$ cat config.mk
export PLATFORM = sky130hd
export DESIGN_NAME = sdram_cmd_timer
export DESIGN_NICKNAME = d
export VERILOG_FILES = /design/src/rtl/sdram_timer_pkg.sv /design/src/rtl/sdram_delay_decode.sv /design/src/rtl/sdram_lockout_ctr.sv /design/src/rtl/sdram_issue_arbiter.sv /design/src/rtl/sdram_cmd_timer.sv
export SDC_FILE = /design/constraint.sdc
export NUM_CORES = 1
export LEC_CHECK = 0
export BUFFER_PORTS_ARGS = -buffer_cell sky130_fd_sc_hd__buf_2
export CORE_UTILIZATION = 56
export DETAILED_ROUTE_END_ITERATION = 10
export GPL_ROUTABILITY_DRIVEN = 1
export HOLD_SLACK_MARGIN = 0.1
export PLACE_DENSITY = 0.85
export SYNTH_ARGS = -nofsm -noshare
export SYNTH_HDL_FRONTEND = slang
export SYNTH_SLANG_ARGS = --single-unit
$ cat constraint.sdc
create_clock -name clk -period 3.8 [get_ports clk]
set_input_delay 0.38 -clock clk [delete_from_list [all_inputs] [get_ports clk]]
set_output_delay 0.38 -clock clk [all_outputs]
set_load 0.02 [all_outputs]
$ cat src/rtl/sdram_timer_pkg.sv
package sdram_timer_pkg;

   typedef enum logic [2:0] {
      CMD_NOP   = 3'd0,
      CMD_ACT   = 3'd1,
      CMD_READ  = 3'd2,
      CMD_WRITE = 3'd3,
      CMD_PRE   = 3'd4,
      CMD_REF   = 3'd5
   } sdram_cmd_e;

   // lockout counter slots
   localparam int LK_ACT   = 0;
   localparam int LK_RW    = 1;
   localparam int LK_PRE   = 2;
   localparam int NUM_LOCK = 3;

   localparam int CODE_W = 2;

endpackage

$ cat src/rtl/sdram_delay_decode.sv
module sdram_delay_decode #(
   parameter int CNT_W = 4
) (
   input  logic [1:0]       code_rcd,
   input  logic [1:0]       code_wpd,
   input  logic [1:0]       code_rfd,
   input  logic [1:0]       code_tpc,
   output logic [CNT_W-1:0] dly_rcd,
   output logic [CNT_W-1:0] dly_wpd,
   output logic [CNT_W-1:0] dly_rfd,
   output logic [CNT_W-1:0] dly_tpc,
   output logic             wpd_reserved
);

   always_comb begin
      dly_rcd      = CNT_W'(code_rcd) + CNT_W'(1);
      dly_tpc      = CNT_W'(code_tpc) + CNT_W'(1);
      dly_rfd      = CNT_W'(code_rfd) + CNT_W'(2);
      wpd_reserved = (code_wpd == 2'b11);
      dly_wpd      = wpd_reserved ? CNT_W'(3) : (CNT_W'(code_wpd) + CNT_W'(1));
   end

endmodule

$ cat src/rtl/sdram_lockout_ctr.sv
module sdram_lockout_ctr #(
   parameter int CNT_W = 4
) (
   input  logic             clk,
   input  logic             rst_n,
   input  logic             load,
   input  logic [CNT_W-1:0] load_val,
   output logic             is_zero
);

   logic [CNT_W-1:0] cnt;
   logic [CNT_W-1:0] cnt_dec;
   logic [CNT_W-1:0] cnt_nxt;

   always_comb begin
      cnt_dec = (cnt == '0) ? '0 : cnt - CNT_W'(1);
      cnt_nxt = (load && (load_val > cnt_dec)) ? load_val : cnt_dec;
   end

   always_ff @(posedge clk or negedge rst_n) begin
      if (!rst_n) cnt <= '0;
      else        cnt <= cnt_nxt;
   end

   assign is_zero = (cnt == '0);


   dec_step_chk: assert property (@(posedge clk) disable iff (!rst_n)
      (!load && cnt != '0) |=> (cnt == $past(cnt) - CNT_W'(1)));


   load_hold_chk: assert property (@(posedge clk) disable iff (!rst_n)
      load |=> (cnt >= $past(load_val)));

endmodule

$ cat src/rtl/sdram_issue_arbiter.sv
module sdram_issue_arbiter
   import sdram_timer_pkg::*;
#(
   parameter int ROW_W = 12
) (
   input  logic             req_valid,
   input  logic [2:0]       req_cmd,
   input  logic [ROW_W-1:0] req_row,
   input  logic             row_open,
   input  logic [ROW_W-1:0] open_row,
   input  logic             bank_mode,
   input  logic             act_ok,
   input  logic             rw_ok,
   input  logic             pre_ok,
   output sdram_cmd_e       issue_cmd,
   output logic             issue_ap,
   output logic             grant
);

   logic row_hit;
   assign row_hit = row_open && (open_row == req_row);

   always_comb begin
      issue_cmd = CMD_NOP;
      issue_ap  = 1'b0;
      grant     = 1'b0;
      if (req_valid) begin
         case (req_cmd)
            3'd1: begin
               if (row_open) begin
                  if (pre_ok) issue_cmd = CMD_PRE;
               end else if (act_ok) begin
                  issue_cmd = CMD_ACT;
                  grant     = 1'b1;
               end
            end
            3'd2, 3'd3: begin
               if (row_hit) begin
                  if (rw_ok) begin
                     issue_cmd = (req_cmd == 3'd2) ? CMD_READ : CMD_WRITE;
                     issue_ap  = !bank_mode;
                     grant     = 1'b1;
                  end
               end else if (row_open) begin
                  if (pre_ok) issue_cmd = CMD_PRE;
               end else if (act_ok) begin
                  issue_cmd = CMD_ACT;
               end
            end
            3'd4: begin
               if (pre_ok) begin
                  issue_cmd = CMD_PRE;
                  grant     = 1'b1;
               end
            end
            3'd5: begin
               if (row_open) begin
                  if (pre_ok) issue_cmd = CMD_PRE;
               end else if (act_ok) begin
                  issue_cmd = CMD_REF;
                  grant     = 1'b1;
               end
            end
            default: grant = 1'b1;
         endcase
      end
   end

endmodule

$ cat src/rtl/sdram_cmd_timer.sv
module sdram_cmd_timer
   import sdram_timer_pkg::*;
#(
   parameter int ROW_W = 12,
   parameter int CNT_W = 4
) (
   input  logic             clk,
   input  logic             rst_n,
   input  logic [1:0]       cfg_rcd,
   input  logic [1:0]       cfg_wpd,
   input  logic [1:0]       cfg_rfd,
   input  logic [1:0]       cfg_tpc,
   input  logic             cfg_bank_open,
   input  logic             req_valid,
   input  logic [2:0]       req_cmd,
   input  logic [ROW_W-1:0] req_row,
   output logic             req_ready,
   output logic [2:0]       cmd_out,
   output logic             cmd_ap,
   output logic [ROW_W-1:0] cmd_row,
   output logic             config_error
);

   // longest lockout: 4 (precharge) + 5 (refresh) - 1 must fit
   localparam int MAX_LOCK = 8;

   if (CNT_W < $clog2(MAX_LOCK + 1)) begin : g_bad_cnt
      $error("CNT_W too narrow for the longest lockout");
   end
   if (ROW_W < 1) begin : g_bad_row
      $error("ROW_W must be at least 1");
   end

   logic [CNT_W-1:0] dly_rcd, dly_wpd, dly_rfd, dly_tpc;
   logic             wpd_reserved;

   sdram_delay_decode #(.CNT_W(CNT_W)) u_decode (
      .code_rcd     (cfg_rcd),
      .code_wpd     (cfg_wpd),
      .code_rfd     (cfg_rfd),
      .code_tpc     (cfg_tpc),
      .dly_rcd      (dly_rcd),
      .dly_wpd      (dly_wpd),
      .dly_rfd      (dly_rfd),
      .dly_tpc      (dly_tpc),
      .wpd_reserved (wpd_reserved)
   );

   logic [NUM_LOCK-1:0] lk_load;
   logic [NUM_LOCK-1:0] lk_zero;
   logic [CNT_W-1:0]    lk_val [NUM_LOCK];

   for (genvar g = 0; g < NUM_LOCK; g++) begin : g_lock
      sdram_lockout_ctr #(.CNT_W(CNT_W)) u_ctr (
         .clk      (clk),
         .rst_n    (rst_n),
         .load     (lk_load[g]),
         .load_val (lk_val[g]),
         .is_zero  (lk_zero[g])
      );
   end

   logic             row_open;
   logic [ROW_W-1:0] open_row;
   sdram_cmd_e       issue_cmd;
   logic             issue_ap;

   sdram_issue_arbiter #(.ROW_W(ROW_W)) u_arb (
      .req_valid (req_valid),
      .req_cmd   (req_cmd),
      .req_row   (req_row),
      .row_open  (row_open),
      .open_row  (open_row),
      .bank_mode (cfg_bank_open),
      .act_ok    (lk_zero[LK_ACT]),
      .rw_ok     (lk_zero[LK_RW]),
      .pre_ok    (lk_zero[LK_PRE]),
      .issue_cmd (issue_cmd),
      .issue_ap  (issue_ap),
      .grant     (req_ready)
   );

   // lockout loads: a gap of N cycles loads N-1
   always_comb begin
      lk_load = '0;
      lk_val[LK_ACT] = '0;
      lk_val[LK_RW]  = dly_rcd - CNT_W'(1);
      lk_val[LK_PRE] = dly_wpd - CNT_W'(1);
      case (issue_cmd)
         CMD_ACT: lk_load[LK_RW] = 1'b1;
         CMD_WRITE: begin
            lk_load[LK_ACT] = 1'b1;
            lk_load[LK_PRE] = 1'b1;
            lk_val[LK_ACT]  = dly_tpc + dly_wpd - CNT_W'(1);
         end
         CMD_READ: begin
            lk_load[LK_ACT] = issue_ap;
            lk_val[LK_ACT]  = dly_tpc - CNT_W'(1);
         end
         CMD_PRE: begin
            lk_load[LK_ACT] = 1'b1;
            lk_val[LK_ACT]  = dly_tpc - CNT_W'(1);
         end
         CMD_REF: begin
            lk_load[LK_ACT] = 1'b1;
            lk_val[LK_ACT]  = dly_tpc + dly_rfd - CNT_W'(1);
         end
         default: ;
      endcase
   end

   always_ff @(posedge clk or negedge rst_n) begin
      if (!rst_n) begin
         row_open     <= 1'b0;
         open_row     <= '0;
         cmd_out      <= 3'd0;
         cmd_ap       <= 1'b0;
         cmd_row      <= '0;
         config_error <= 1'b0;
      end else begin
         cmd_out      <= issue_cmd;
         cmd_ap       <= issue_ap;
         cmd_row      <= (issue_cmd == CMD_ACT) ? req_row : '0;
         config_error <= config_error | wpd_reserved;
         case (issue_cmd)
            CMD_ACT: begin
               row_open <= 1'b1;
               open_row <= req_row;
            end
            CMD_PRE: row_open <= 1'b0;
            CMD_READ, CMD_WRITE: if (issue_ap) row_open <= 1'b0;
            default: ;
         endcase
      end
   end


   grant_echo_chk: assert property (@(posedge clk) disable iff (!rst_n)
      (req_valid && req_ready && req_cmd >= 3'd1 && req_cmd <= 3'd5)
      |=> (cmd_out == $past(req_cmd)));


   act_closed_chk: assert property (@(posedge clk) disable iff (!rst_n)
      (issue_cmd == CMD_ACT) |-> !row_open);


   rw_gap_chk: assert property (@(posedge clk) disable iff (!rst_n)
      (issue_cmd == CMD_READ || issue_cmd == CMD_WRITE) |-> lk_zero[LK_RW]);


   err_sticky_chk: assert property (@(posedge clk) disable iff (!rst_n)
      config_error |=> config_error);


   ap_close_chk: assert property (@(posedge clk) disable iff (!rst_n)
      issue_ap |=> !row_open);

endmodule

### Yosys cells after proc, flatten, opt, wreduce, memory -nomap -nowiden

Index checks and enable logic that the tools add are counted.

| operators by class | value |
|---|---|
| add/subtract/negate cells | 14 |
| order comparisons | 3 |
| equality and inequality tests | 13 |
| muxes and demuxes | 35 |
| bitwise operators | 1 |
| reduce and logical (&&, ||, !) cells | 15 |

Operators by type and width:

| cell | count |
|---|---|
| $sub 4x1->4 const B | 8 |
| $mux 4 | 7 |
| $mux 3 | 7 |
| $mux 1 | 15 |
| $eq 12x12->1 | 1 |
| $eq 3x2->1 const B | 4 |
| $eq 3x3->1 const B | 4 |
| $gt 4x4->1 | 3 |
| $logic_not 4->1 | 3 |
| $mux 12 | 1 |
| $pmux 3 s4 | 1 |
| $pmux 4 s3 | 1 |
| $add 2x1->3 const B | 3 |
| $add 4x4->4 | 2 |
| $reduce_or 2->1 | 4 |
| $eq 3x1->1 const B | 2 |
| $pmux 1 s3 | 2 |
| $logic_and 1x1->1 | 4 |
| $add 2x2->3 const B | 1 |
| $reduce_bool 3->1 | 1 |
| $reduce_or 3->1 | 1 |
| $eq 2x2->1 const B | 1 |
| $ne 2x2->1 const B | 1 |
| $pmux 1 s2 | 1 |
| other kinds (3) | 3 |

| word-level totals | value |
|---|---|
| register bits | 42 |
| input port bits | 27 |
| logic and storage cells | 90 |

### Logic depth before layout (Yosys ltp)

| logic depth | value |
|---|---|
| word-level depth | 12 |
| gate-level depth with buffers | 18 |

### Hierarchy

From an unflattened synthesis, not the netlist that was laid out.

| unflattened totals | value |
|---|---|
| cell total of the unflattened synthesis | 293 |
| area, all modules | 2,956.6 µm² |

Modules (own cells, without submodules):

| module | instances | cells each | area an instance (µm²) | sequential area each (µm²) |
|---|---|---|---|---|
| sdram_cmd_timer | 1 | 137 | 1,527.7 | 750.7 |
| sdram_lockout_ctr | 3 | 32 | 325.3 | 100.1 |
| sdram_issue_arbiter | 1 | 44 | 340.3 | 0.0 |
| sdram_delay_decode | 1 | 16 | 112.6 | 0.0 |

### Least setup slack after synthesis

No wires, ideal clock.

| path | value |
|---|---|
| path type | input -> register |
| start | input cfg_rfd[1] |
| end | register g_lock[0].u_ctr.cnt[3] |
| library setup time | 0.133 ns |
| arrival | 2.918 ns |
| path slack | 0.749 ns |
| stages on the path | 13 |
| path buffers | 1 |
| path through | fa_1 ha_1 fa_1 xor2_1 a21oi_1 o32a_1 inv_1 ha_1 nand4_1 nand2_1 or3_1 buf_2 mux2i_1 |

| on the way | value |
|---|---|
| word-level cells in the longest chain between the ends | 7 |

Ends and longest elaborated chain:

| what | line | text |
|---|---|---|
| from (decl) | sdram_cmd_timer.sv:11 | `input logic [1:0] cfg_rfd,` |
| $add 2x2->3 * | sdram_delay_decode.sv:18 | `dly_rfd = CNT_W'(code_rfd) + CNT_W'(2);` |
| $add 4x4->4 * | sdram_cmd_timer.sv:106 | `lk_val[LK_ACT] = dly_tpc + dly_rfd - CNT_W'(1);` |
| $sub 4x1->4 * | sdram_cmd_timer.sv:106 |  |
| $pmux 4 s3 * | sdram_cmd_timer.sv:89 | `case (issue_cmd)` |
| $gt 4x4->1 | sdram_lockout_ctr.sv:17 | `cnt_nxt = (load && (load_val > cnt_dec)) ? load_val : cnt_dec;` |
| $logic_and 1x1->1 | sdram_lockout_ctr.sv:17 |  |
| $mux 4 * | sdram_lockout_ctr.sv:17 |  |
| named net g_lock[0].u_ctr.cnt_nxt[3] | sdram_lockout_ctr.sv:13 | `logic [CNT_W-1:0] cnt_nxt;` |
| to (signal assigned) | sdram_lockout_ctr.sv:22 | `else cnt <= cnt_nxt;` |
| to (decl) | sdram_lockout_ctr.sv:11 | `logic [CNT_W-1:0] cnt;` |

Mark *: on every way through the listed nets, which the timed path passes. The rest lies on a longest branch.
A chain may end at the register's enable or synchronous reset.

### Final worst setup path

| path | value |
|---|---|
| start | register g_lock[0].u_ctr.cnt[1] |
| end | register g_lock[0].u_ctr.cnt[3] |

| on the way | value |
|---|---|
| word-level cells in the longest chain between the ends | 12 |

Ends and longest elaborated chain:

| what | line | text |
|---|---|---|
| $logic_not 4->1 | sdram_lockout_ctr.sv:16, sdram_lockout_ctr.sv:25 |  |
| $mux 1 | sdram_issue_arbiter.sv:32, sdram_issue_arbiter.sv:46 |  |
| $mux 3 | sdram_issue_arbiter.sv:30 | `if (row_open) begin` |
| $mux 3 | sdram_issue_arbiter.sv:38 | `if (row_hit) begin` |
| $pmux 3 s4 | sdram_issue_arbiter.sv:28 | `case (req_cmd)` |
| $mux 3 | sdram_issue_arbiter.sv:27 | `if (req_valid) begin` |
| $eq 3x2->1 or $eq 3x3->1 (tied branches) | sdram_cmd_timer.sv:89 |  |
| $reduce_or 2->1 (no line) | -- |  |
| $pmux 4 s3 | sdram_cmd_timer.sv:89 |  |
| $gt 4x4->1 | sdram_lockout_ctr.sv:17 |  |
| $logic_and 1x1->1 | sdram_lockout_ctr.sv:17 |  |
| $mux 4 * | sdram_lockout_ctr.sv:17 |  |
| named net g_lock[0].u_ctr.cnt_nxt[3] | sdram_lockout_ctr.sv:13 |  |

Marks and branches as above.

==> flow_summary.yaml <==
timing:
  max-slew-margin-rel_pct: 38.7
  tightest_slew_ns: 0.919
  rsz0062_at_grt: "false"
  post-route-period-util_pct: 87.4
  setup_tns_ns: 0
  max_freq_mhz: 301
  hold_viol_final: 0
  fin_crit_ns: 3.32
  drv_slew: 0
  setup_viol: 0
  fin_worst_skew_ns: 0.00949
cts:
  cts.sink_count: 42
  cts_buffer_depth: 2
  clock_tree.root_cell: "clkbuf_8"
  cts_tree: "yes"
  post_cts_resized: 0
  cts.htree.levels: 2
  clkTransAtPathRegs_ns: 0.09
  postCtsSetupBuffers: 0
  clock_latency_ns: 0.30
  postCtsHoldBufs: 0
  cts_made_buffers: 5
worst_setup_path:
  r2r-start: "g_lock[0].u_ctr.cnt[1]$_DFF_PN0_"
  end_kind: "flip-flop"
  regToRegEndpoint: "g_lock[0].u_ctr.cnt[3]$_DFF_PN0_"
  crit_type: "reg -> reg"
  cp-start-kind: "flip-flop"
  r2r_cells: 12
  reg2reg_slack_ns: 0.48
  worst_ep_required_time_ns: 3.97
  path_max_fanout: 8
  worstPathArrival_ns: 3.49
job:
  cap_violations: 0
routing:
  ant_nets: 0
  post_drt_wl_per_cell_um: 13.1
  remaining_drc_errors: 5
  drtIter0Drc: 108
  drt_pass1_iterations: 7
  routed_wirelength_mm: 4.69
  vias_per_cell: 5.44
  route.vias.total: 1952
status:
  violations: "design-rule violations"
  status: "complete, but fails checks"
logic_synthesis:
  async_reset_ff_share_pct: 100
  yosys_warnings: 0
  syn-instance-count: 258
  seq_area_frac_synth_pct: 39.2
  synth.distinct_cells: 50
  avgSynthCellArea_um2: 10.4
  synth_edf_count: 0
  synth_nets: 311
  ys.flop_type: "dfrtp_1"
  synth_area_um2: 2680
  synth_seq_cells: 42
global_route:
  overflow: 0
  first_global_vias: 1876
  grt_pass1_wl_mm: 8.11
  grt_max_degree: 43
  grt_use_total_pct: 20.3
  antenna_found_initial: 0
placement:
  gp_congestion: 0.767
  portBuffers: 44
  dp_hpwl_mm: 3.73
floorplanning:
  die_w_um: 71.2
  die-area_um2: 5070
  start_util_pct: 60.0
  io_pins: 45
  core_um2: 4470
  die_h_um: 71.2
  rows: 24
pwr:
  switching_power_w: 0.000435
  clkPwrFrac_pct: 25.6
  seq_power_share_pct: 43.0
  power.density_nw_per_um2: 450
  p_leak_nw: 1.58
  p_sw_share_pct: 31.5
  power_frac_comb_pct: 31.4
  p_int_w: 0.000945
  irDropWorstVdd_mv: 0.253
  total_power_w: 0.00138
final_layout:
  diodes: 0
  multi_input_comb_area_um2: 1510
  area_delta_synth_final_pct: 14.2
  ff_latch_area_um2: 1050
  nNetsFinal: 359
  most-common-layout-cells: "buf_2, dfrtp_1, inv_1, ha_1, xnor2_1"
  fillers: 356
  mostFrequentLayoutCell: "buf_2"
  drive_gt1_share_pct: 26.4
hold_path:
  hp-class: "in -> async"
## metrics by stage
| step | cells | area (um2) | setup WS (ns) | hold WS, ns | utilization (%) |
|---|---|---|---|---|---|
| final | 359 | 3060 | 0.477 | 0.211 | 68.5 |
| after global routing | 359 | 3060 | 0.247 | 0.278 | 68.5 |
| after CTS | 359 | 3060 | 0.496 | 0.237 | 68.5 |
| after detailed placement | 351 | 2950 | 0.311 | 0.439 | 65.9 |
| after global placement | 351 | 2950 | 0.421 | 0.445 | 65.9 |
| after floorplan | 258 | 2680 | 0.749 | 0.0844 | - |
## state kept, by name, summed over array words and instances (netlist names)
name,flops
g_lock.u_ctr.cnt,12
open_row,12
cmd_ap,1
cmd_row,12
row_open,1
config_error,1
cmd_out,3
## cells by family after synthesis
logic type      share of synthesized area, %
mux                                     9.00
xor+xnor                                5.88
flops                                   39.2
compound gates                          10.6
simple gates                            17.8
buf+inv                                 4.71
fa+ha+maj                               12.7
other cells                            0.140
## critical path, cell delays in order, from the launching register on
cell,delay (ns)
dfrtp_1,0.42
or4_4,0.57
and4bb_1,0.28
o21bai_1,0.12
o21ai_2,0.16
o21ai_0,0.22
o32a_1,0.35
inv_1,0.06
ha_1,0.24
nand4_1,0.10
nand2_1,0.05
or3_1,0.47
mux2i_1,0.17
## power by group through the flow
stage	Clock, W	Combinational [W]	Sequential [W]
after floorplan	0	0.000319	0.000608
after global placement	0	0.000421	0.000598
after detailed placement	0	0.000435	0.000603
after CTS	0.000356	0.000436	0.000594
after global routing	0.000374	0.000482	0.000606
final	0.000354	0.000433	0.000593
## how the worst max path moves through the flow
stage	to	startpoint	cells past startpoint	slack [ns]
finish	g_lock[0].u_ctr.cnt[3]$_DFF_PN0_	g_lock[0].u_ctr.cnt[1]$_DFF_PN0_	12	0.48
global route	g_lock[0].u_ctr.cnt[3]$_DFF_PN0_	open_row[1]$_DFFE_PN0N_	14	0.25
CTS	g_lock[0].u_ctr.cnt[3]$_DFF_PN0_	g_lock[0].u_ctr.cnt[1]$_DFF_PN0_	12	0.50
detailed placement	g_lock[0].u_ctr.cnt[3]$_DFF_PN0_	cfg_tpc[0]	18	0.31
global placement	g_lock[0].u_ctr.cnt[3]$_DFF_PN0_	cfg_tpc[0]	18	0.42
floorplan	g_lock[0].u_ctr.cnt[3]$_DFF_PN0_	cfg_rfd[1]	13	0.75
## cells in the mapped netlist, types with 2 or more instances
cell | n | share of area (%)
dfrtp_1 | 42 | 39
inv_1 | 27 | 3.8
ha_1 | 24 | 11
xnor2_1 | 17 | 5.6
a21oi_1 | 15 | 2.8
and2_1 | 14 | 3.3
mux2_2 | 13 | 5.5
nor2_1 | 10 | 1.4
nand2_1 | 9 | 1.3
mux2i_1 | 8 | 3.0
nand2b_1 | 8 | 1.9
o21ai_0 | 8 | 1.5
nand4_1 | 6 | 1.4
nor2b_1 | 4 | 0.93
nor3_1 | 4 | 0.75
or2_2 | 4 | 0.93
nand3_1 | 3 | 0.56
nor3b_1 | 3 | 0.84
a21o_1 | 2 | 0.56
a32oi_1 | 2 | 0.65
fa_1 | 2 | 1.5
nor4_2 | 2 | 0.93
o21a_1 | 2 | 0.56
o21bai_1 | 2 | 0.56
or4_4 | 2 | 0.84
## routing by layer
metal / track usage, % / routed length, um / vias to the layer above
li1: - / - / 986
met1: 26.9 / 2270 / 923
met2: 33.4 / 2200 / 36
met3: 4.22 / 167 / 7
met4: 6.44 / 58 / 0
met5: 0 / 0 / -
## cell type report
| cell class | count | area share [%] |
|---|---|---|
| multi-input combinational | 185 | 49.1 |
| clock inverter | 3 | 1.47 |
| inverter | 27 | 3.31 |
| clock buffer | 5 | 2.25 |
| timing repair buffer | 45 | 7.43 |
| tap | 52 | 2.12 |
| sequential | 42 | 34.3 |
Power figures use the tool's default switching activity.
